### src/rtl/ir_codec_pkg.sv
package ir_codec_pkg;
   typedef enum logic {
      LC_PULSE   = 1'b0,
      LC_CARRIER = 1'b1
   } line_code_e;
endpackage

### src/rtl/ir_carrier_gen.sv
// Free-running square wave: toggles every DIV system clocks.
module ir_carrier_gen #(
   parameter int DIV = 8
) (
   input  logic clk,
   input  logic rst_n,
   output logic carrier
);
   localparam int CW = (DIV > 1) ? $clog2(DIV) : 1;
   localparam logic [CW-1:0] DIV_LAST = CW'(DIV - 1);

   if (DIV < 2) begin : g_bad_div
      $error("ir_carrier_gen: DIV must be at least 2");
   end

   logic [CW-1:0] div_cnt;

   always_ff @(posedge clk or negedge rst_n) begin
      if (!rst_n) begin
         div_cnt <= '0;
         carrier <= 1'b0;
      end else if (div_cnt == DIV_LAST) begin
         div_cnt <= '0;
         carrier <= ~carrier;
      end else begin
         div_cnt <= div_cnt + 1'b1;
      end
   end
endmodule

### src/rtl/ir_tx_encoder.sv
// Captures the UART bit at each period boundary and shapes it into a line code.
module ir_tx_encoder
   import ir_codec_pkg::*;
#(
   parameter int SUB         = 16,
   parameter int PULSE_TICKS = 3
) (
   input  logic       clk,
   input  logic       rst_n,
   input  logic       baud_tick,
   input  line_code_e code,
   input  logic       txd,
   input  logic       carrier,
   output logic       tx_line
);
   localparam int PW = $clog2(SUB);
   localparam logic [PW-1:0] PH_LAST   = PW'(SUB - 1);
   localparam logic [PW-1:0] PULSE_END = PW'(PULSE_TICKS);

   if ((SUB < 4) || ((SUB & (SUB - 1)) != 0)) begin : g_bad_sub
      $error("ir_tx_encoder: SUB must be a power of two, at least 4");
   end
   if ((PULSE_TICKS < 1) || (PULSE_TICKS >= SUB)) begin : g_bad_pulse
      $error("ir_tx_encoder: PULSE_TICKS must lie in 1..SUB-1");
   end

   logic [PW-1:0] phase;
   logic          bit_q;
   logic          pulse_win;

   always_ff @(posedge clk or negedge rst_n) begin
      if (!rst_n) begin
         phase <= '0;
         bit_q <= 1'b1;
      end else if (baud_tick) begin
         if (phase == PH_LAST) begin
            phase <= '0;
            bit_q <= txd;
         end else begin
            phase <= phase + 1'b1;
         end
      end
   end

   assign pulse_win = (phase < PULSE_END);

   always_comb begin
      unique case (code)
         LC_PULSE:   tx_line = ~bit_q & pulse_win;
         LC_CARRIER: tx_line = ~bit_q & carrier;
         default:    tx_line = 1'b0;
      endcase
   end
endmodule

### src/rtl/ir_rx_decoder.sv
// Synchronises the detector input and recovers the serial bit.
module ir_rx_decoder
   import ir_codec_pkg::*;
#(
   parameter int SUB      = 16,
   parameter int SYNC     = 2,
   parameter int GAP_CLKS = 24
) (
   input  logic       clk,
   input  logic       rst_n,
   input  logic       baud_tick,
   input  line_code_e code,
   input  logic       rx_raw,
   output logic       rxd
);
   localparam int HW = $clog2(SUB + 1);
   localparam int GW = $clog2(GAP_CLKS + 1);
   localparam logic [HW-1:0] HOLD_INIT = HW'(SUB);
   localparam logic [GW-1:0] GAP_LAST  = GW'(GAP_CLKS - 1);

   if (SYNC < 2) begin : g_bad_sync
      $error("ir_rx_decoder: SYNC must be at least 2");
   end
   if (GAP_CLKS < 2) begin : g_bad_gap
      $error("ir_rx_decoder: GAP_CLKS must be at least 2");
   end

   logic [SYNC-1:0] sync_q;
   logic            prev_q;
   logic            rx_s;
   logic            any_edge;
   logic            rise;

   for (genvar i = 0; i < SYNC; i++) begin : g_sync
      always_ff @(posedge clk or negedge rst_n) begin
         if (!rst_n) sync_q[i] <= 1'b0;
         else        sync_q[i] <= (i == 0) ? rx_raw : sync_q[(i == 0) ? 0 : i - 1];
      end
   end

   assign rx_s     = sync_q[SYNC-1];
   assign any_edge = rx_s ^ prev_q;
   assign rise     = rx_s & ~prev_q;

   always_ff @(posedge clk or negedge rst_n) begin
      if (!rst_n) prev_q <= 1'b0;
      else        prev_q <= rx_s;
   end

   // Short-pulse code: a flash opens a zero lasting one bit period.
   logic [HW-1:0] hold;
   always_ff @(posedge clk or negedge rst_n) begin
      if (!rst_n) begin
         hold <= '0;
      end else if (code != LC_PULSE) begin
         hold <= '0;
      end else if (rise) begin
         hold <= HOLD_INIT;
      end else if (baud_tick && (hold != '0)) begin
         hold <= hold - 1'b1;
      end
   end

   // Carrier code: two closely spaced edges mean carrier present.
   logic [1:0]    edge_cnt;
   logic [GW-1:0] gap_cnt;
   always_ff @(posedge clk or negedge rst_n) begin
      if (!rst_n) begin
         edge_cnt <= '0;
         gap_cnt  <= '0;
      end else if (code != LC_CARRIER) begin
         edge_cnt <= '0;
         gap_cnt  <= '0;
      end else if (any_edge) begin
         gap_cnt  <= '0;
         edge_cnt <= (edge_cnt == 2'd2) ? 2'd2 : edge_cnt + 2'd1;
      end else if (edge_cnt != '0) begin
         if (gap_cnt == GAP_LAST) begin
            gap_cnt  <= '0;
            edge_cnt <= '0;
         end else begin
            gap_cnt <= gap_cnt + 1'b1;
         end
      end
   end

   assign rxd = (code == LC_PULSE) ? (hold == '0) : (edge_cnt != 2'd2);
endmodule

### src/rtl/ir_pin_router.sv
// Steers the coded line to one pin pair and picks the matching receive source.
module ir_pin_router (
   input  logic route_ir,
   input  logic tx_line,
   input  logic std_rxd_pin,
   input  logic ir_rxd_pin,
   output logic std_txd_pin,
   output logic ir_tx_pin,
   output logic rx_sel
);
   always_comb begin
      if (route_ir) begin
         std_txd_pin = 1'b1;
         ir_tx_pin   = tx_line;
         rx_sel      = ir_rxd_pin;
      end else begin
         std_txd_pin = tx_line;
         ir_tx_pin   = 1'b0;
         rx_sel      = std_rxd_pin;
      end
   end
endmodule

### src/rtl/ir_line_codec.sv
module ir_line_codec
   import ir_codec_pkg::*;
#(
   parameter int CLK_HZ      = 8_000_000,
   parameter int CARRIER_HZ  = 500_000,
   parameter int SUBTICKS    = 16,
   parameter int PULSE_TICKS = 3,
   parameter int SYNC_STAGES = 2,
   parameter int GAP_HALVES  = 3
) (
   input  logic clk,
   input  logic rst_n,
   input  logic baud_tick,
   input  logic mode_sel,
   input  logic route_ir,
   input  logic uart_txd,
   output logic uart_rxd_out,
   output logic std_txd_pin,
   input  logic std_rxd_pin,
   output logic ir_tx_pin,
   input  logic ir_rxd_pin
);
   localparam int CARRIER_DIV = CLK_HZ / (2 * CARRIER_HZ);
   localparam int GAP_CLKS    = GAP_HALVES * CARRIER_DIV;

   if ((CLK_HZ % (2 * CARRIER_HZ)) != 0) begin : g_bad_clk
      $error("ir_line_codec: CLK_HZ must be a multiple of 2*CARRIER_HZ");
   end
   if (GAP_HALVES < 2) begin : g_bad_gap
      $error("ir_line_codec: GAP_HALVES must be at least 2");
   end

   line_code_e code;
   logic       carrier;
   logic       tx_line;
   logic       rx_sel;

   assign code = line_code_e'(mode_sel);

   ir_carrier_gen #(.DIV(CARRIER_DIV)) u_carrier (
      .clk     (clk),
      .rst_n   (rst_n),
      .carrier (carrier)
   );

   ir_tx_encoder #(.SUB(SUBTICKS), .PULSE_TICKS(PULSE_TICKS)) u_enc (
      .clk       (clk),
      .rst_n     (rst_n),
      .baud_tick (baud_tick),
      .code      (code),
      .txd       (uart_txd),
      .carrier   (carrier),
      .tx_line   (tx_line)
   );

   ir_pin_router u_route (
      .route_ir    (route_ir),
      .tx_line     (tx_line),
      .std_rxd_pin (std_rxd_pin),
      .ir_rxd_pin  (ir_rxd_pin),
      .std_txd_pin (std_txd_pin),
      .ir_tx_pin   (ir_tx_pin),
      .rx_sel      (rx_sel)
   );

   ir_rx_decoder #(.SUB(SUBTICKS), .SYNC(SYNC_STAGES), .GAP_CLKS(GAP_CLKS)) u_dec (
      .clk       (clk),
      .rst_n     (rst_n),
      .baud_tick (baud_tick),
      .code      (code),
      .rx_raw    (rx_sel),
      .rxd       (uart_rxd_out)
   );
endmodule

### config.mk
export PLATFORM = sky130hd
export DESIGN_NAME = ir_line_codec
export DESIGN_NICKNAME = d
export VERILOG_FILES = /design/src/rtl/ir_codec_pkg.sv /design/src/rtl/ir_carrier_gen.sv /design/src/rtl/ir_tx_encoder.sv /design/src/rtl/ir_rx_decoder.sv /design/src/rtl/ir_pin_router.sv /design/src/rtl/ir_line_codec.sv
export SDC_FILE = /design/constraint.sdc
export NUM_CORES = 1
export LEC_CHECK = 0
export BUFFER_PORTS_ARGS = -buffer_cell sky130_fd_sc_hd__buf_2
export CAP_MARGIN = 20
export CORE_UTILIZATION = 60
export DETAILED_ROUTE_END_ITERATION = 10
export HOLD_SLACK_MARGIN = 0.03
export PLACE_DENSITY = 0.81
export SLEW_MARGIN = 10
export SYNTH_ARGS = -nofsm -noshare
export SYNTH_HDL_FRONTEND = slang
export SYNTH_SLANG_ARGS = --single-unit
export TNS_END_PERCENT = 10
### constraint.sdc
create_clock -name clk -period 4 [get_ports clk]
set_clock_uncertainty 0.2 [all_clocks]
set_input_delay 0.8 -clock clk [delete_from_list [all_inputs] [get_ports clk]]
set_output_delay 0.8 -clock clk [all_outputs]
set_load 0.05 [all_outputs]
* Yosys cells after proc, flatten, opt, wreduce, memory -nomap -nowiden
Cells that the tools add are included.
Widths: inputs -> output; s select.
** Cells by class
- Add/subtract/negate cells :: 5
- Magnitude comparators :: 1
- Equal/unequal tests :: 7
- Muxes and demuxes :: 19
- Bitwise operators :: 8
- Reductions and logical operators :: 7
** Operators with widths (count)
- $mux 5 :: 7
- $mux 2 :: 5
- $ne 3x1->1 const B :: 2
- $add 5x1->5 const B :: 1
- $eq 5x5->1 const B :: 1
- $logic_not 5->1 :: 1
- $reduce_bool 5->1 :: 1
- $sub 5x1->5 const B :: 1
- $add 4x1->4 const B :: 1
- $eq 4x4->1 const B :: 1
- $lt 4x2->1 const B :: 1
- $mux 1 :: 4
- $mux 4 :: 1
- $not 1->1 :: 4
- $reduce_and 2->1 :: 2
- $add 3x1->3 const B :: 1
- $and 1x1->1 :: 3
- $eq 3x3->1 const B :: 1
- $mux 3 :: 1
- $reduce_bool 3->1 :: 1
- $add 2x1->2 const B :: 1
- $eq 2x2->1 const B :: 1
- $ne 2x2->1 const B :: 1
- $pmux 1 s2 :: 1
- other kinds (3) :: 3
** Storage, ports and cells
- Register bits after elaboration :: 24
- Input port bits :: 8
- Output and inout port bits :: 3
- Word-level logic and storage cells :: 57

* Depth between registers and ports, before layout
Gate-level depths: netlist of run 1.
- Word-level depth :: 5
- Gate-level depth with buffers :: 5
- Mapped depth without buffers :: 5

* Hierarchy
A second synthesis of run 1 with hierarchy kept.
** Unflattened totals
- Cells, all modules :: 106
- Area total of the unflattened synthesis :: 1173.6 µm²
** Modules (own cells, without submodules)
- ir_rx_decoder :: instances 1, cells each 71, area each 762.0 µm², seq. area each 375.4 µm²
- ir_tx_encoder :: instances 1, cells each 23, area each 239.0 µm², seq. area each 126.4 µm²
- ir_carrier_gen :: instances 1, cells each 9, area each 143.9 µm², seq. area each 100.1 µm²
- ir_pin_router :: instances 1, cells each 3, area each 28.8 µm², seq. area each 0.0 µm²

* Worst setup path after synthesis of run 1
Ideal clock, no wire load.
- Kind :: input port to output port
- Start :: input mode_sel
- End :: output ir_tx_pin
- Arrival :: 1.929 ns
- Data required time :: 3.000 ns
- Path slack :: 1.071 ns
- Stages :: 4
- Path buffers :: 1
- Cells stage by stage :: buf_2 or4_1 a21oi_1 and2_1
** On the way
- Cells in the longest elaborated chain, start to end :: 3
** Ends and longest elaborated chain
- start: declaration :: line ir_line_codec.sv:14 : input logic mode_sel,
- $not 1->1
- $pmux 1 s2 (*) :: line ir_tx_encoder.sv:48 : unique case (code)
- $mux 1 (*) :: line ir_pin_router.sv:12 : if (route_ir) begin
- end: declaration :: line ir_line_codec.sv:20 : output logic ir_tx_pin,
Every way passes the cells marked *; elsewhere a longest branch is shown, timed or not.

* Worst setup path in the final report of run 1
- Start :: register u_enc.phase[0]
- End :: output ir_tx_pin
** On the way
- Cells in the longest elaborated chain, start to end :: 4
** Ends and longest elaborated chain
- start: declaration :: line ir_tx_encoder.sv:27 : logic [PW-1:0] phase;
- start signal: assignment :: line ir_tx_encoder.sv:40 : phase <= phase + 1'b1;
- $lt 4x2->1 :: line ir_tx_encoder.sv:45 : assign pulse_win = (phase < PULSE_END);
- $and 1x1->1 :: line ir_tx_encoder.sv:49 : LC_PULSE: tx_line = ~bit_q & pulse_win;
- $pmux 1 s2 :: line ir_tx_encoder.sv:48
- $mux 1 :: line ir_pin_router.sv:12
Every way passes these cells.

==> out/summary.md, run 1 <==
* 2.12 ns — r2r setup slk
* 517 sq um — area occupied by multi-input gates
* 10.5% — area added between synthesis and finish
* 5.69 — DR vias/cell
* 0.00211 sq mm — floorplan die area
* 802 — number of vias after detailed routing
* 45.9 um — Die Width
* 120 — Synthesized Nets
* 0 ns — Post-Route Setup TNS
* 104 — cell count after synthesis
* 24 — register bit count reported by yosys
* 25 — pin count of the biggest net entering global routing
* 134 — number of filler cells placed in the layout
* finished clean — outcome
* ha_1 > or4_1 > a21oi_1 > and2_1 > buf_2 — cell-by-cell listing of the critical path
* 794 — vias in the first global route
* 0 — Max Slew Vio Count
* sky130_fd_sc_hd__dfrtp_1 — cell accounting for the most synthesized area
* 0.516 ns — actual slew at the worst max-slew pin
* 10 — number of I/O port buffers
* 0.497 — area share of the largest cell type after synthesis
* 0.375 — routing usage on met2
* sky130_fd_sc_hd__dfrtp_1 — most frequent standard cell in the layout excluding fill and tap cells
* sky130_fd_sc_hd__or4_1 — slowest cell on the critical path
* 0.520 — post-synthesis sequential area ratio
* 0.000458 V — Max VDD drop
* 0.605 nW — P_leak
* 133 — Layout Nets
* 0.211 — combined global-route utilization of all metal layers
* 5 — critical path fanouts, max
* 0 — DRC violation count after routing
* register to primary output — classification of the worst setup path
* 0.656 — effective utilization at floorplan
* 15 — floorplan row count
* 1 — number of H-tree levels
* yes — clock tree from TritonCTS
* 24 — Num Clock Sinks
* 3 — total clock buffers created by CTS
* 0.851 ns — final setup slack of the worst path
* 3.15 ns — minimum clock period after layout
* 1.06 ns — setup slack after placement
* 0.198 — share of final-layout standard cells stronger than drive strength 1
* 0.318 GHz — maximum achievable frequency
* 0.00116 sq mm — combined area of all synthesized cells
* no — unrepaired setup endpoints after global routing
* 4 — number of detailed-routing iterations run before antenna repair
* 11.1 sq um — syn avg cell area
* 0.242 — Global Route met1 Usage
* 0 — Antenna Diode Count
* 11 — top-level port count
* primary output — nature of the critical path endpoint
* 0.787 — share of the cycle needed by the critical path after routing
* 514 mW/mm^2 — power density of the placed cells
* register to register — Hold/Removal Path Class
* 602 sq um — Storage cell area
* 0.00176 sq mm — Core Box Area
* 2.15 ns — arrival time at the worst endpoint
* sky130_fd_sc_hd__clkbuf_4 — root buffer selected by CTS
* 0 — post-cts gate resize count
* 0.32 ns — clock latency on the worst-skew pair
* 0.812 — weighted congestion at the end of routability-driven global placement
* 0.53 ns — worst stage delay on the critical path
* 13.0 um — WL/cell
* 0 — final setup violation count
* 1830 um — post-detailed-routing wire length
* sky130_fd_sc_hd__dfrtp_1 (50%), sky130_fd_sc_hd__ha_1 (8.6%), sky130_fd_sc_hd__mux2_2 (2.9%) — Area contributors post-synth
* 1380 um — final HPWL from detailed placement
* sky130_fd_sc_hd__dfrtp_1 (23), sky130_fd_sc_hd__buf_2 (10), sky130_fd_sc_hd__nand2_1 (8), sky130_fd_sc_hd__ha_1 (8), sky130_fd_sc_hd__inv_1 (7) — most frequent cells in the layout
* met2 — layer with the highest usage
* 0 — Hold Path Cell Cnt
* 0 — total number of yosys warnings
* 45.9 um — vertical extent of the die
* 3110 um — first-pass GRT wire length
* 0.656 — Relative slew margins
* 0 — Congestion Overflow GR
* 2 — buffer depth of the longest clock path
* 0 — Final ANT Viol Nets
* 3.00 ns — WP data required
* 0 — reported max-cap violation count
* 0 — number of antenna violations at the first check in global routing
* 0 — post-cts hold buffer count
* register — startpoint kind of the worst setup timing path
* 0 — hold violation total from the final report
* 0 — number of buffers added for setup after CTS
* 0.13 ns — clock-pin slew reported for the worst setup and hold paths after clock tree synthesis
* 0.725 — post-route core utilization
* 35 — distinct cell type count after synthesis
* 17 — Starting DRT DRC Count
* 0.0238 — met3 GRT Util
* 5 — depth of the worst register-to-register path
## worst paths after layout
check | from | to
max in group asynchronous | rst_n | u_enc.bit_q
worst min-delay path | u_dec.sync_q[0] | u_dec.rx_s
min in group asynchronous | rst_n | u_dec.hold[2]
worst max-delay path | u_enc.phase[0] | ir_tx_pin
worst min register to register | u_dec.sync_q[0] | u_dec.rx_s
worst max register to register | u_dec.edge_cnt[1] | u_dec.edge_cnt[1]
## state kept, by name, summed over array words and instances, names as in the netlist
register / count
u_dec.rx_s: 1
u_carrier.div_cnt: 3
u_enc.phase: 4
u_dec.gap_cnt: 5
u_carrier.carrier: 1
u_enc.bit_q: 1
u_dec.edge_cnt: 2
u_dec.hold: 5
u_dec.sync_q: 1
u_dec.prev_q: 1
## through the flow
stage	hold WS [ns]	cells	instance area (sq um)	total power, mW
2_1_floorplan	0.131	104	1160	0.446
3_3_place_gp	0.133	137	1230	0.476
3_5_place_dp	0.140	137	1230	0.486
4_1_cts	0.171	141	1280	0.662
5_1_grt	0.173	141	1280	0.692
6_report	0.171	141	1280	0.657
## synth_stat cells
| cell | n |
|---|---|
| sky130_fd_sc_hd__or3_2 | 1 |
| sky130_fd_sc_hd__ha_1 | 8 |
| sky130_fd_sc_hd__mux2i_1 | 3 |
| sky130_fd_sc_hd__inv_1 | 7 |
| sky130_fd_sc_hd__a311oi_1 | 1 |
| sky130_fd_sc_hd__and2_1 | 1 |
| sky130_fd_sc_hd__nor2b_1 | 1 |
| sky130_fd_sc_hd__o21a_1 | 1 |
| sky130_fd_sc_hd__xnor2_1 | 2 |
| sky130_fd_sc_hd__or4_1 | 1 |
| sky130_fd_sc_hd__nand4b_1 | 1 |
| sky130_fd_sc_hd__a21boi_0 | 2 |
| sky130_fd_sc_hd__a21oi_1 | 4 |
| sky130_fd_sc_hd__xor2_1 | 3 |
| sky130_fd_sc_hd__a21oi_2 | 1 |
| sky130_fd_sc_hd__nor4b_1 | 1 |
| sky130_fd_sc_hd__or3_1 | 1 |
| sky130_fd_sc_hd__nor2_1 | 5 |
| sky130_fd_sc_hd__nand3_1 | 3 |
| sky130_fd_sc_hd__mux2_2 | 3 |
| sky130_fd_sc_hd__nand2_1 | 8 |
| sky130_fd_sc_hd__o31ai_1 | 2 |
| sky130_fd_sc_hd__a21o_1 | 1 |
| sky130_fd_sc_hd__or3b_2 | 1 |
| sky130_fd_sc_hd__nand4_1 | 2 |
| sky130_fd_sc_hd__o21ai_0 | 4 |
| sky130_fd_sc_hd__nand3b_1 | 3 |
| sky130_fd_sc_hd__buf_2 | 1 |
| sky130_fd_sc_hd__or2_2 | 1 |
| sky130_fd_sc_hd__nor3_1 | 4 |
| sky130_fd_sc_hd__dfrtp_1 | 23 |
| sky130_fd_sc_hd__nor3b_1 | 1 |
| sky130_fd_sc_hd__or4b_4 | 1 |
| sky130_fd_sc_hd__dfstp_2 | 1 |
| sky130_fd_sc_hd__buf_4 | 1 |
## layer usage
layer	part of all wire	vias to the layer above
met3	0.031	8
met1	0.46	386
li1	-	390
met5	0	-
met2	0.48	18
met4	0.032	0
## power breakdown
| part | total, mW | internal [mW] | switching [mW] |
|---|---|---|---|
| clock network | 0.174 | 0.101 | 0.0731 |
| registers | 0.316 | 0.282 | 0.0345 |
| logic | 0.166 | 0.0729 | 0.0935 |
| total | 0.657 | 0.456 | 0.201 |
## cell type report
type | instances | share of cell area
Multi-Input combinational cell | 71 | 0.404
Timing Repair Buffer | 10 | 0.0391
Inverter | 7 | 0.0205
Tap cell | 25 | 0.0245
Sequential cell | 24 | 0.471
Clock buffer | 3 | 0.0176
Clock inverter | 1 | 0.0235
## logic make-up (layout without fill, tap and decap cells)
| kind of cell | Yosys count | count (layout) | share of synthesized area |
|---|---|---|---|
| AO/OA/AOI/OAI | 16 | 16 | 0.0887 |
| flip-flops | 24 | 24 | 0.520 |
| XOR/XNOR | 5 | 5 | 0.0378 |
| multiplexers | 6 | 6 | 0.0551 |
| adder cells (fa/ha/maj) | 8 | 8 | 0.0865 |
| buffers and inverters | 9 | 21 | 0.0335 |
| AND/OR/NAND/NOR | 36 | 36 | 0.178 |
## worst max-delay path, delay by kind of cell (launching register included)
family                   cells  cell delay (ns)
AND/OR/NAND/NOR              2             0.67
buffers and inverters        1             0.25
flip-flops                   1             0.45
adder cells (fa/ha/maj)      1             0.27
AO/OA/AOI/OAI                1             0.19
No activity file was read; power rests on OpenSTA's default activity.
==> run 2: changes to the inputs <==
--- a/config.mk
+++ b/config.mk
@@ -7,10 +7,10 @@
 export LEC_CHECK = 0
 export BUFFER_PORTS_ARGS = -buffer_cell sky130_fd_sc_hd__buf_2
 export CAP_MARGIN = 20
-export CORE_UTILIZATION = 60
+export CORE_UTILIZATION = 56
 export DETAILED_ROUTE_END_ITERATION = 10
 export HOLD_SLACK_MARGIN = 0.03
-export PLACE_DENSITY = 0.81
+export PLACE_DENSITY = 0.76
 export SLEW_MARGIN = 10
 export SYNTH_ARGS = -nofsm -noshare
 export SYNTH_HDL_FRONTEND = slang
==> constraint.sdc (replaced) <==
create_clock -name clk -period 3.15 [get_ports clk]
set_clock_uncertainty 0.2 [all_clocks]
set_input_delay 0.63 -clock clk [delete_from_list [all_inputs] [get_ports clk]]
set_output_delay 0.63 -clock clk [all_outputs]
set_load 0.05 [all_outputs]
==> run 2 against run 1 <==
Count of clock-buffer cells in the layout rose by 1; first-iteration DRC count fell by 35%; cell count rose by 1.4%; register-to-register slack got worse by 0.84 ns; sequential share of layout area rose by 0.51 points; combinational power rose by 25%; clock power fell by 7%; critical path depth did not move; setup slack got worse by 0.66 ns; flip-flop and latch count did not move; non-clock buffer count did not move.
==> out/summary.md, run 2 (same netlist as run 1, synthesis figures left out) <==
* finished clean — outcome
* input port to async pin — Hold/Removal Path Class
* 2.13 ns — arrival time at the worst endpoint, -0.02 ns
* 0 — DRC violation count after routing, unchanged
* yes — clock tree from TritonCTS
* 1780 um — post-detailed-routing wire length, -2.8%
* 0.760 — weighted congestion at the end of routability-driven global placement, -6.4%
* sky130_fd_sc_hd__dfrtp_1 — most frequent standard cell in the layout excluding fill and tap cells
* 0 — number of antenna violations at the first check in global routing, unchanged
* register — startpoint kind of the worst setup timing path
* 9.30% — area added between synthesis and finish
* 0.338 GHz — maximum achievable frequency
* 0 ns — Post-Route Setup TNS, unchanged
* 24 — Num Clock Sinks, unchanged
* 1300 um — final HPWL from detailed placement, -6.0%
* 0.537 ns — actual slew at the worst max-slew pin, +0.0207 ns
* u_dec.edge_cnt[1] — launching point of the worst reg2reg path
* sky130_fd_sc_hd__dfrtp_1 (23), sky130_fd_sc_hd__buf_2 (10), sky130_fd_sc_hd__nand2_1 (8), sky130_fd_sc_hd__ha_1 (8), sky130_fd_sc_hd__inv_1 (7) — most frequent cells in the layout
* u_enc.phase[0] — Critical path origin
* 4 — number of detailed-routing iterations run before antenna repair, unchanged
* 0 — Max Slew Vio Count, unchanged
* 609 mW/mm^2 — power density of the placed cells, +19%
* 143 — Final Non-Filler Cells, +1.4%
* 5.57 — DR vias/cell, -2.1%
* 0 — hold violation total from the final report, unchanged
* 0.590 — effective utilization at floorplan, -0.0661
* 0.642 — Relative slew margins, -0.0138
* ha_1 > or4_1 > a21oi_1 > and2_1 > buf_2 — cell-by-cell listing of the critical path
* 2.96 ns — minimum clock period after layout
* 133 — Layout Nets, unchanged
* 0.268 — combinational fraction of design power, +0.015
* 0.598 nW — P_leak, -1.1%
* 0.522 — sequential fraction of design power, +0.041
* 0.31 ns — clock latency on the worst-skew pair, about the same
* 0 — post-cts gate resize count, unchanged
* 0 — final setup violation count, unchanged
* 12.4 um — WL/cell, -4.2%
* 11 — Starting DRT DRC Count, -6
* 11 — top-level port count, unchanged
* 0.939 — share of the cycle needed by the critical path after routing
* 0.00225 sq mm — floorplan die area, +6.8%
* 672 — vias in the first global route, -15%
* sky130_fd_sc_hd__or4_1 — slowest cell on the critical path
* 5 — critical path fanouts, max, unchanged
* 0 — Congestion Overflow GR, unchanged
* register to primary output — classification of the worst setup path
* 1 — number of H-tree levels, unchanged
* 0.174 — combined global-route utilization of all metal layers, -0.0378
* 16 — floorplan row count, +1
* simple AND/OR/NAND/NOR gates — largest delay contributor family on the critical path
* 520 uW — total internal power, +14%
* 0.209 — clock network power share, -0.056
* 0 — number of buffers added for setup after CTS, unchanged
* 0 — Final ANT Viol Nets, unchanged
* u_dec.gap_cnt x5, u_dec.hold x5, u_enc.phase x4 — largest registers
* 0.53 ns — worst stage delay on the critical path, about the same
* 2.32 ns — WP data required, -0.68 ns
* 251 uW — switching pwr, +25%
* 796 — number of vias after detailed routing, -0.75%
* 2 — buffer depth of the longest clock path, unchanged
* 1 — Bufs and invs on worst path, unchanged
* 0.191 ns — final setup slack of the worst path, -0.660 ns
* 0.00196 sq mm — Core Box Area, +11%
* 10 — number of I/O port buffers, unchanged
* 0.325 — switching power as a share of total power, +0.0193
* primary output — nature of the critical path endpoint
* 0 — Antenna Diode Count, unchanged
* 0.13 ns — clock-pin slew reported for the worst setup and hold paths after clock tree synthesis, about the same
* no — unrepaired setup endpoints after global routing
* 47.5 um — vertical extent of the die, +3.4%
* 25 — pin count of the biggest net entering global routing, unchanged
* 3 — total clock buffers created by CTS, unchanged
* 0.198 — share of final-layout standard cells stronger than drive strength 1, unchanged
* 2700 um — first-pass GRT wire length, -13%
* 0 — reported max-cap violation count, unchanged
* 139 — Placed Instances, +1.5%
* 0.000506 V — Max VDD drop, +11%
* sky130_fd_sc_hd__clkbuf_4 — root buffer selected by CTS
* 0 — post-cts hold buffer count, unchanged
* 47.5 um — Die Width, +3.4%
* 0.547 ns — setup slack after placement, -0.512 ns
run 2: power groups by stage:
stage	Combinational (mW)	Sequential [mW]	Clock, mW
CTS	0.209	0.401	0.170
global route	0.233	0.409	0.178
detailed placement	0.209	0.407	0
finish	0.207	0.403	0.161
floorplan	0.169	0.397	0
global placement	0.203	0.404	0
run 2: layout make-up:
cell class	instances	area [sq um]
clock buffers	4	36.3
flip-flops and latches	24	602
fillers	168	697
well taps	27	33.8
repair buffers	10	50.0
inverters	7	26.3
multi-input cells	71	517
run 2: path summary, 6_finish.rpt:
path / to / slack [ns] / cells past startpoint
setup / recovery: ir_tx_pin / 0.19 / 5
hold / removal: u_dec.hold[2] / 0.08 / 1
setup reg to reg: u_dec.edge_cnt[1] / 1.28 / 5
hold reg to reg: u_dec.rx_s / 0.16 / 0
max in group asynchronous: u_enc.bit_q / 2.31 / 1
min in group clk: u_dec.rx_s / 0.16 / 0
run 2: worst reg2reg max path, stage by stage, from the launching register on:
cell	delay, ns
sky130_fd_sc_hd__dfrtp_1	0.40
sky130_fd_sc_hd__inv_1	0.05
sky130_fd_sc_hd__ha_1	0.25
sky130_fd_sc_hd__nand3b_1	0.22
sky130_fd_sc_hd__nor3b_1	0.45
sky130_fd_sc_hd__o21ai_0	0.18
run 2: routing by layer:
metal | routed length, um | GRT usage
met5 | 0 | 0
met4 | 7 | 0.0686
met1 | 895 | 0.248
met2 | 819 | 0.271
met3 | 57 | 0.0226
run 2: through the flow:
stage	utilization	hold slack, ns	cell area [sq um]	total power, mW
floorplan	-	0.131	1160	0.566
global placement	0.626	0.134	1230	0.607
detailed placement	0.626	0.136	1230	0.615
CTS	0.645	0.0839	1260	0.780
global route	0.645	0.0988	1260	0.820
finish	0.645	0.0782	1260	0.771
